`src/rtl/flash_pe_pkg.sv`:
```
package flash_pe_pkg;

    localparam int STATUS_W   = 8;
    localparam int SB_READY   = 7;
    localparam int SB_PARKED  = 6;
    localparam int SB_ERS_ERR = 5;
    localparam int SB_WR_ERR  = 4;
    localparam int SB_VPP_ERR = 3;

    typedef enum logic [2:0] {
        S_IDLE,
        S_PGM_PULSE,
        S_PGM_VFY,
        S_PRE_PULSE,
        S_PRE_VFY,
        S_ERS_PULSE,
        S_ERS_VFY,
        S_PARKED
    } seq_state_e;

    typedef enum logic {
        OP_PROGRAM = 1'b0,
        OP_ERASE   = 1'b1
    } op_e;

    typedef struct packed {
        logic ers;
        logic wr;
        logic vpp;
    } err_flags_t;

    localparam err_flags_t NO_ERR = '0;

    function automatic logic [STATUS_W-1:0] build_status(input logic ready,
                                                         input logic parked,
                                                         input err_flags_t e);
        logic [STATUS_W-1:0] s;
        s             = '0;
        s[SB_READY]   = ready;
        s[SB_PARKED]  = parked;
        s[SB_ERS_ERR] = e.ers;
        s[SB_WR_ERR]  = e.wr;
        s[SB_VPP_ERR] = e.vpp;
        return s;
    endfunction

    function automatic logic in_erase_phase(input seq_state_e s);
        return (s == S_PRE_PULSE) || (s == S_PRE_VFY) ||
               (s == S_ERS_PULSE) || (s == S_ERS_VFY);
    endfunction

endpackage

```
`src/rtl/fpe_guard.sv`:
```
module fpe_guard
    import flash_pe_pkg::*;
#(
    parameter int NUM_BLOCKS  = 11,
    parameter int BLK_IDX_W   = 4,
    parameter bit BOOT_AT_TOP = 1'b0
) (
    input  logic [BLK_IDX_W-1:0] blk_idx,
    input  op_e                  op,
    input  logic                 hv_reset,
    input  logic                 wp_pin,
    input  logic                 vpp_ok,
    output logic                 permit,
    output err_flags_t           rej
);
    localparam int BOOT_IDX = BOOT_AT_TOP ? NUM_BLOCKS - 1 : 0;

    logic is_boot;
    logic locked;

    always_comb begin
        is_boot = (blk_idx == BLK_IDX_W'(BOOT_IDX));
        locked  = is_boot && !(hv_reset || wp_pin);
        permit  = vpp_ok && !locked;
        rej.vpp = !permit;
        rej.wr  = locked && (op == OP_PROGRAM);
        rej.ers = locked && (op == OP_ERASE);
    end
endmodule

```
`src/rtl/fpe_tries.sv`:
```
module fpe_tries #(
    parameter int MAX_TRIES = 16
) (
    input  logic clk,
    input  logic rst,
    input  logic clr,
    input  logic inc,
    output logic exhausted
);
    localparam int CNT_W = $clog2(MAX_TRIES + 1);

    logic [CNT_W-1:0] cnt_q;

    always_ff @(posedge clk) begin
        if (rst || clr) begin
            cnt_q <= '0;
        end else if (inc && (cnt_q != CNT_W'(MAX_TRIES))) begin
            cnt_q <= cnt_q + 1'b1;
        end
    end

    assign exhausted = (cnt_q == CNT_W'(MAX_TRIES));
endmodule

```
`src/rtl/fpe_status.sv`:
```
module fpe_status
    import flash_pe_pkg::*;
(
    input  logic                clk,
    input  logic                rst,
    input  err_flags_t          set_err,
    input  logic                clr,
    input  logic                ready,
    input  logic                parked,
    output logic [STATUS_W-1:0] status
);
    err_flags_t err_q;

    always_ff @(posedge clk) begin
        if (rst) begin
            err_q <= NO_ERR;
        end else begin
            err_q <= set_err | (clr ? NO_ERR : err_q);
        end
    end

    assign status = build_status(ready, parked, err_q);
endmodule

```
`src/rtl/fpe_fsm.sv`:
```
module fpe_fsm
    import flash_pe_pkg::*;
#(
    parameter int ADDR_W    = 8,
    parameter int DATA_W    = 8,
    parameter int OFS_W     = 4,
    parameter int BLK_IDX_W = 4
) (
    input  logic              clk,
    input  logic              rst,
    input  logic              req_valid,
    input  op_e               req_op,
    input  logic [ADDR_W-1:0] req_addr,
    input  logic [DATA_W-1:0] req_data,
    input  logic              permit,
    input  err_flags_t        rej,
    input  logic              suspend,
    input  logic              resume,
    input  logic [DATA_W-1:0] arr_rdata,
    input  logic              pgm_exh,
    input  logic              ers_exh,
    output logic [ADDR_W-1:0] arr_addr,
    output logic [DATA_W-1:0] arr_wdata,
    output logic              arr_prog,
    output logic              arr_erase,
    output logic              pgm_clr,
    output logic              pgm_inc,
    output logic              ers_clr,
    output logic              ers_inc,
    output err_flags_t        err_set,
    output logic              ready,
    output logic              parked
);
    seq_state_e state_q, state_d, ret_q, ret_d, norm_d;
    logic [ADDR_W-1:0]    addr_q, addr_d;
    logic [DATA_W-1:0]    data_q, data_d;
    logic [OFS_W-1:0]     ptr_q, ptr_d;
    logic [BLK_IDX_W-1:0] blk_q;
    logic                 last_word;

    assign blk_q     = addr_q[ADDR_W-1 -: BLK_IDX_W];
    assign last_word = (ptr_q == '1);

    always_comb begin
        norm_d  = state_q;
        ret_d   = ret_q;
        addr_d  = addr_q;
        data_d  = data_q;
        ptr_d   = ptr_q;
        pgm_clr = 1'b0;
        pgm_inc = 1'b0;
        ers_clr = 1'b0;
        ers_inc = 1'b0;
        err_set = NO_ERR;
        case (state_q)
            S_IDLE: begin
                if (req_valid) begin
                    if (permit) begin
                        addr_d  = req_addr;
                        data_d  = req_data;
                        ptr_d   = '0;
                        pgm_clr = 1'b1;
                        ers_clr = 1'b1;
                        norm_d  = (req_op == OP_PROGRAM) ? S_PGM_PULSE : S_PRE_PULSE;
                    end else begin
                        err_set = rej;
                    end
                end
            end
            S_PGM_PULSE: begin
                pgm_inc = 1'b1;
                norm_d  = S_PGM_VFY;
            end
            S_PGM_VFY: begin
                if (arr_rdata == data_q) begin
                    norm_d = S_IDLE;
                end else if (pgm_exh) begin
                    err_set.wr = 1'b1;
                    norm_d     = S_IDLE;
                end else begin
                    norm_d = S_PGM_PULSE;
                end
            end
            S_PRE_PULSE: begin
                pgm_inc = 1'b1;
                norm_d  = S_PRE_VFY;
            end
            S_PRE_VFY: begin
                if (arr_rdata == '0) begin
                    if (last_word) begin
                        ptr_d  = '0;
                        norm_d = S_ERS_PULSE;
                    end else begin
                        ptr_d   = ptr_q + 1'b1;
                        pgm_clr = 1'b1;
                        norm_d  = S_PRE_PULSE;
                    end
                end else if (pgm_exh) begin
                    err_set.ers = 1'b1;
                    norm_d      = S_IDLE;
                end else begin
                    norm_d = S_PRE_PULSE;
                end
            end
            S_ERS_PULSE: begin
                ers_inc = 1'b1;
                ptr_d   = '0;
                norm_d  = S_ERS_VFY;
            end
            S_ERS_VFY: begin
                if (arr_rdata == '1) begin
                    if (last_word) begin
                        norm_d = S_IDLE;
                    end else begin
                        ptr_d = ptr_q + 1'b1;
                    end
                end else if (ers_exh) begin
                    err_set.ers = 1'b1;
                    norm_d      = S_IDLE;
                end else begin
                    norm_d = S_ERS_PULSE;
                end
            end
            S_PARKED: begin
                if (resume) begin
                    norm_d = ret_q;
                end
            end
            default: norm_d = S_IDLE;
        endcase

        state_d = norm_d;
        if (suspend && in_erase_phase(state_q) && (norm_d != S_IDLE)) begin
            state_d = S_PARKED;
            ret_d   = norm_d;
        end
    end

    always_ff @(posedge clk) begin
        if (rst) begin
            state_q <= S_IDLE;
            ret_q   <= S_IDLE;
            addr_q  <= '0;
            data_q  <= '0;
            ptr_q   <= '0;
        end else begin
            state_q <= state_d;
            ret_q   <= ret_d;
            addr_q  <= addr_d;
            data_q  <= data_d;
            ptr_q   <= ptr_d;
        end
    end

    always_comb begin
        arr_prog  = (state_q == S_PGM_PULSE) || (state_q == S_PRE_PULSE);
        arr_erase = (state_q == S_ERS_PULSE);
        arr_wdata = (state_q == S_PRE_PULSE) ? '0 : data_q;
        case (state_q)
            S_PRE_PULSE, S_PRE_VFY, S_ERS_VFY: arr_addr = {blk_q, ptr_q};
            S_ERS_PULSE:                       arr_addr = {blk_q, {OFS_W{1'b0}}};
            default:                           arr_addr = addr_q;
        endcase
        ready  = (state_q == S_IDLE) || (state_q == S_PARKED);
        parked = (state_q == S_PARKED);
    end
endmodule

```
`src/rtl/flash_pe_seq.sv`:
```
module flash_pe_seq
    import flash_pe_pkg::*;
#(
    parameter int  NUM_BLOCKS  = 11,
    parameter int  BLK_WORDS   = 16,
    parameter int  DATA_W      = 8,
    parameter int  PGM_MAX     = 16,
    parameter int  ERS_MAX     = 64,
    parameter bit  BOOT_AT_TOP = 1'b0,
    localparam int OFS_W       = $clog2(BLK_WORDS),
    localparam int BLK_IDX_W   = $clog2(NUM_BLOCKS),
    localparam int ADDR_W      = OFS_W + BLK_IDX_W
) (
    input  logic              clk,
    input  logic              rst,
    input  logic              req_valid,
    input  logic              req_op,
    input  logic [ADDR_W-1:0] req_addr,
    input  logic [DATA_W-1:0] req_data,
    input  logic              suspend,
    input  logic              resume,
    input  logic              clr_status,
    input  logic              hv_reset,
    input  logic              wp_pin,
    input  logic              vpp_ok,
    output logic [ADDR_W-1:0] arr_addr,
    output logic [DATA_W-1:0] arr_wdata,
    output logic              arr_prog,
    output logic              arr_erase,
    input  logic [DATA_W-1:0] arr_rdata,
    output logic [7:0]        status
);
    op_e        op_in;
    logic       permit;
    err_flags_t rej;
    err_flags_t err_set;
    logic       pgm_clr, pgm_inc, pgm_exh;
    logic       ers_clr, ers_inc, ers_exh;
    logic       ready, parked;

    assign op_in = op_e'(req_op);

    fpe_guard #(
        .NUM_BLOCKS (NUM_BLOCKS),
        .BLK_IDX_W  (BLK_IDX_W),
        .BOOT_AT_TOP(BOOT_AT_TOP)
    ) u_guard (
        .blk_idx (req_addr[ADDR_W-1 -: BLK_IDX_W]),
        .op      (op_in),
        .hv_reset(hv_reset),
        .wp_pin  (wp_pin),
        .vpp_ok  (vpp_ok),
        .permit  (permit),
        .rej     (rej)
    );

    fpe_tries #(.MAX_TRIES(PGM_MAX)) u_pgm_tries (
        .clk(clk), .rst(rst), .clr(pgm_clr), .inc(pgm_inc), .exhausted(pgm_exh)
    );

    fpe_tries #(.MAX_TRIES(ERS_MAX)) u_ers_tries (
        .clk(clk), .rst(rst), .clr(ers_clr), .inc(ers_inc), .exhausted(ers_exh)
    );

    fpe_fsm #(
        .ADDR_W   (ADDR_W),
        .DATA_W   (DATA_W),
        .OFS_W    (OFS_W),
        .BLK_IDX_W(BLK_IDX_W)
    ) u_fsm (
        .clk      (clk),
        .rst      (rst),
        .req_valid(req_valid),
        .req_op   (op_in),
        .req_addr (req_addr),
        .req_data (req_data),
        .permit   (permit),
        .rej      (rej),
        .suspend  (suspend),
        .resume   (resume),
        .arr_rdata(arr_rdata),
        .pgm_exh  (pgm_exh),
        .ers_exh  (ers_exh),
        .arr_addr (arr_addr),
        .arr_wdata(arr_wdata),
        .arr_prog (arr_prog),
        .arr_erase(arr_erase),
        .pgm_clr  (pgm_clr),
        .pgm_inc  (pgm_inc),
        .ers_clr  (ers_clr),
        .ers_inc  (ers_inc),
        .err_set  (err_set),
        .ready    (ready),
        .parked   (parked)
    );

    fpe_status u_status (
        .clk    (clk),
        .rst    (rst),
        .set_err(err_set),
        .clr    (clr_status),
        .ready  (ready),
        .parked (parked),
        .status (status)
    );
endmodule

```
`config.mk`:
```
export PLATFORM = sky130hd
export DESIGN_NAME = flash_pe_seq
export DESIGN_NICKNAME = d
export VERILOG_FILES = /design/src/rtl/flash_pe_pkg.sv /design/src/rtl/fpe_guard.sv /design/src/rtl/fpe_tries.sv /design/src/rtl/fpe_status.sv /design/src/rtl/fpe_fsm.sv /design/src/rtl/flash_pe_seq.sv
export SDC_FILE = /design/constraint.sdc
export NUM_CORES = 1
export LEC_CHECK = 0
export CAP_MARGIN = 0
export CORE_UTILIZATION = 45
export DETAILED_ROUTE_END_ITERATION = 8
export PLACE_DENSITY = 0.74
export SETUP_SLACK_MARGIN = 0.3
export SYNTH_ARGS = -nofsm -noshare
export SYNTH_HDL_FRONTEND = slang
export SYNTH_HIERARCHICAL = 1
export SYNTH_SLANG_ARGS = --single-unit
```
`constraint.sdc`:
```
create_clock -name clk -period 3.75 [get_ports clk]
set_input_delay 1.125 -clock clk [delete_from_list [all_inputs] [get_ports clk]]
set_output_delay 1.125 -clock clk [all_outputs]
set_load 0.01 [all_outputs]
```
==> results.md <==
* Die X-Extent at 75.0 um
* Worst skew pair latency at 0.29 ns
* Top-Level Pins at 60
* Hold buffer count at cts at 0
* Outcome: completed
* Area contributors post-synth: dfxtp_1 34%, nand2_1 8.0%, a21oi_1 6.1%
* VDD IR max at 0.000216 V
* Mapped Area at 0.00240 mm2
* ANT cells at 0
* PwrDens at 299 mW/mm2
* Die Y at 75.0 um
* Final setup viols at 0
* Max Clk Rate at 317 MHz
* Vias in the first global route at 1980
* Yosys warns at 6
* R2R Setup Slk at 1.61 ns
* GRT Total Usage at 21.2%
* Resize count post-CTS at 0
* Worst EP arrival at 2.03 ns
* Max_cap viols at 0
* Clock sinks at 41
* WS Path Type: register to output pin
* Pleak at 0.00107 uW
* Clock Tree Root: clkbuf_8
* Fin Hold WS at 0.457 ns
* Synth cell types at 58
* Hold Path Class: register to register
* Drt drc at 0
* Routed Antenna Nets at 0
* Synthesis-stage register bit count at 41
* Final hold viol count at 0
* Setup_tns at 0 ns
* Capture point of the worst path: arr_addr[1]
* CP Capture Type: output pin
* Most common flop cell mapped by yosys: dfxtp_1
* Vias per cell at 5.35
* Min Tclk post-route at 3.16 ns
* Routed via count at 2241
* Post-synthesis sequential area ratio at 34.2%
* Period utilisation layout at 84.3%
* Worst setup SP type: register
* Worst reg2reg path depth at 10
* Top cell type's share of synthesized area at 34.2%
* Syn Inst Count at 297
* Initial DRC Count at 138
* Number of synthesized flops with an enable pin at 0
* Total Wirelength at 5.60 mm
* CTS buffer count at 5
* Grt total ovfl at 0
* Reg2reg end: u_fsm/ret_q[1]
* Fin. max-slew vios at 0
* Worst reg2reg path startpoint: u_ers_tries/cnt_q[0]
* Initial antenna violation count at 0
* DP HPWL at 4.18 mm
* Die Area at 0.00562 mm2
* Post-CTS setup buffers at 0
* GPL Wtd Cong at 0.836
* DR pass1 iterations at 5
* Wire per inst at 13.4 um
* Max clock buf depth at 2
* CTS tree: built
* Clock Skew at 0.00711 ns
* Synth area leader: dfxtp_1
* Clock-pin slew on the worst setup and hold paths at 0.08 ns
* CP max FO at 15
* Avg Cell Area, Syn at 8.07 um2
* Ys async rst share at 0%
* Largest net degree at the start of global routing at 27
* Synth-to-Final Area Change at 27.7%
* Total core area at 0.00511 mm2
* H-tree Lvls at 2
* Share of cells above drive strength 1 at 8.60%
* # nets final at 387
* Initial Utilization at 46.9%
* First-pass GRT wire length at 8.89 mm
* Row count at 26
* RSZ-0062 raised after global routing: false
* Critical path launch point: u_fsm/state_q[0]
* Req. time, crit path at 2.62 ns
* Quantity of I/O buffers inserted on ports at 56
## flip-flops by register name (all words and copies together), names as in the netlist
signal / cells
u_fsm/addr_q: 8
u_fsm/data_q: 8
u_ers_tries/cnt_q: 7
u_pgm_tries/cnt_q: 5
u_fsm/ptr_q: 4
u_fsm/ret_q: 3
u_fsm/state_q: 3
u_status/status: 3
## critical path, stage by stage (launching register included)
cell,delay (ns)
dfxtp_2,0.50
nand3_1,0.30
nand2_1,0.24
a22o_1,0.16
clkdlybuf4s50_1,0.54
## power breakdown
| part | switching [uW] | total [uW] | internal, uW |
|---|---|---|---|
| registers | 12.6 | 461 | 448 |
| logic | 82.6 | 176 | 93.0 |
| clock network | 149 | 278 | 129 |
| total | 244 | 914 | 670 |
## logic make-up (layout without fill, tap and decap cells)
logic type	count (synthesis)	in the layout	synth area share [%]
xor gates and xnor gates	13	13	4.75
adders and majority gates	5	5	2.61
other	1	3	0.156
muxes	3	3	1.25
AOI/OAI and AO/OA	65	65	18.1
DFF	41	41	34.2
and+or+nand+nor	133	133	31.3
buffers and inverters	36	86	7.62
## cell type report
| class | instances | area (um2) |
|---|---|---|
| clock inverter | 2 | 10.0 |
| multi-input combinational | 222 | 1400 |
| tap | 70 | 87.6 |
| clock buffer | 6 | 72.6 |
| fill | 471 | 2050 |
| inverter | 16 | 61.3 |
| sequential | 41 | 822 |
| timing repair buffer | 62 | 606 |
## placed cells by master (no fill, tap or decap), drive strengths merged, types with 8 or more instances in the layout
| master | synthesis | routed |
|---|---|---|
| inv | 15 | 15 |
| clkdlybuf4s50 | 0 | 56 |
| dfxtp | 41 | 41 |
| nand4 | 11 | 11 |
| nor2 | 13 | 13 |
| o21ai | 10 | 10 |
| nand2 | 51 | 51 |
| a21oi | 29 | 29 |
| xnor2 | 8 | 8 |
| and2 | 9 | 9 |
| nand3 | 9 | 9 |
## Yosys cell counts (all sizes together) (3+ instances only)
library cell / number
a21o: 3
a21oi: 29
a22o: 4
a22oi: 3
and2: 9
and4: 3
buf: 15
clkbuf: 5
dfxtp: 41
ha: 5
inv: 15
mux2i: 3
nand2: 51
nand2b: 7
nand3: 9
nand4: 11
nor2: 13
nor2b: 5
nor3b: 3
nor4: 3
o211ai: 4
o21ai: 10
or2: 3
or3: 3
xnor2: 8
xor2: 5
## worst min-delay path by stage
stage	depth (start not counted)	startpoint	endpoint
finish	2	u_fsm/addr_q[7]	u_fsm/addr_q[7]
global route	2	u_fsm/addr_q[7]	u_fsm/addr_q[7]
CTS	2	u_fsm/addr_q[7]	u_fsm/addr_q[7]
detailed placement	2	u_fsm/addr_q[7]	u_fsm/addr_q[7]
global placement	2	u_fsm/addr_q[1]	u_fsm/addr_q[1]
floorplan	2	u_fsm/addr_q[0]	u_fsm/addr_q[0]
## per-layer routing
layer / share of wire (%) / wire, um / global-route usage (%)
met5: 0 / 0 / 0
met3: 5.3 / 297 / 4.69
met2: 48 / 2670 / 35.6
met4: 1.1 / 61 / 6.92
met1: 46 / 2570 / 27.1
## per-stage QoR
step	instances	power (uW)	instance area [um2]	setup WS, ns	util, %
after CTS	419	924	3060	0.350	59.9
after floorplan	299	567	2400	0.764	-
after global routing	419	958	3060	0.419	59.9
after detailed placement	411	646	2980	0.336	58.3
final	419	914	3060	0.590	59.9
after global placement	411	644	2980	0.383	58.3
(Power assumes the default switching activity.)
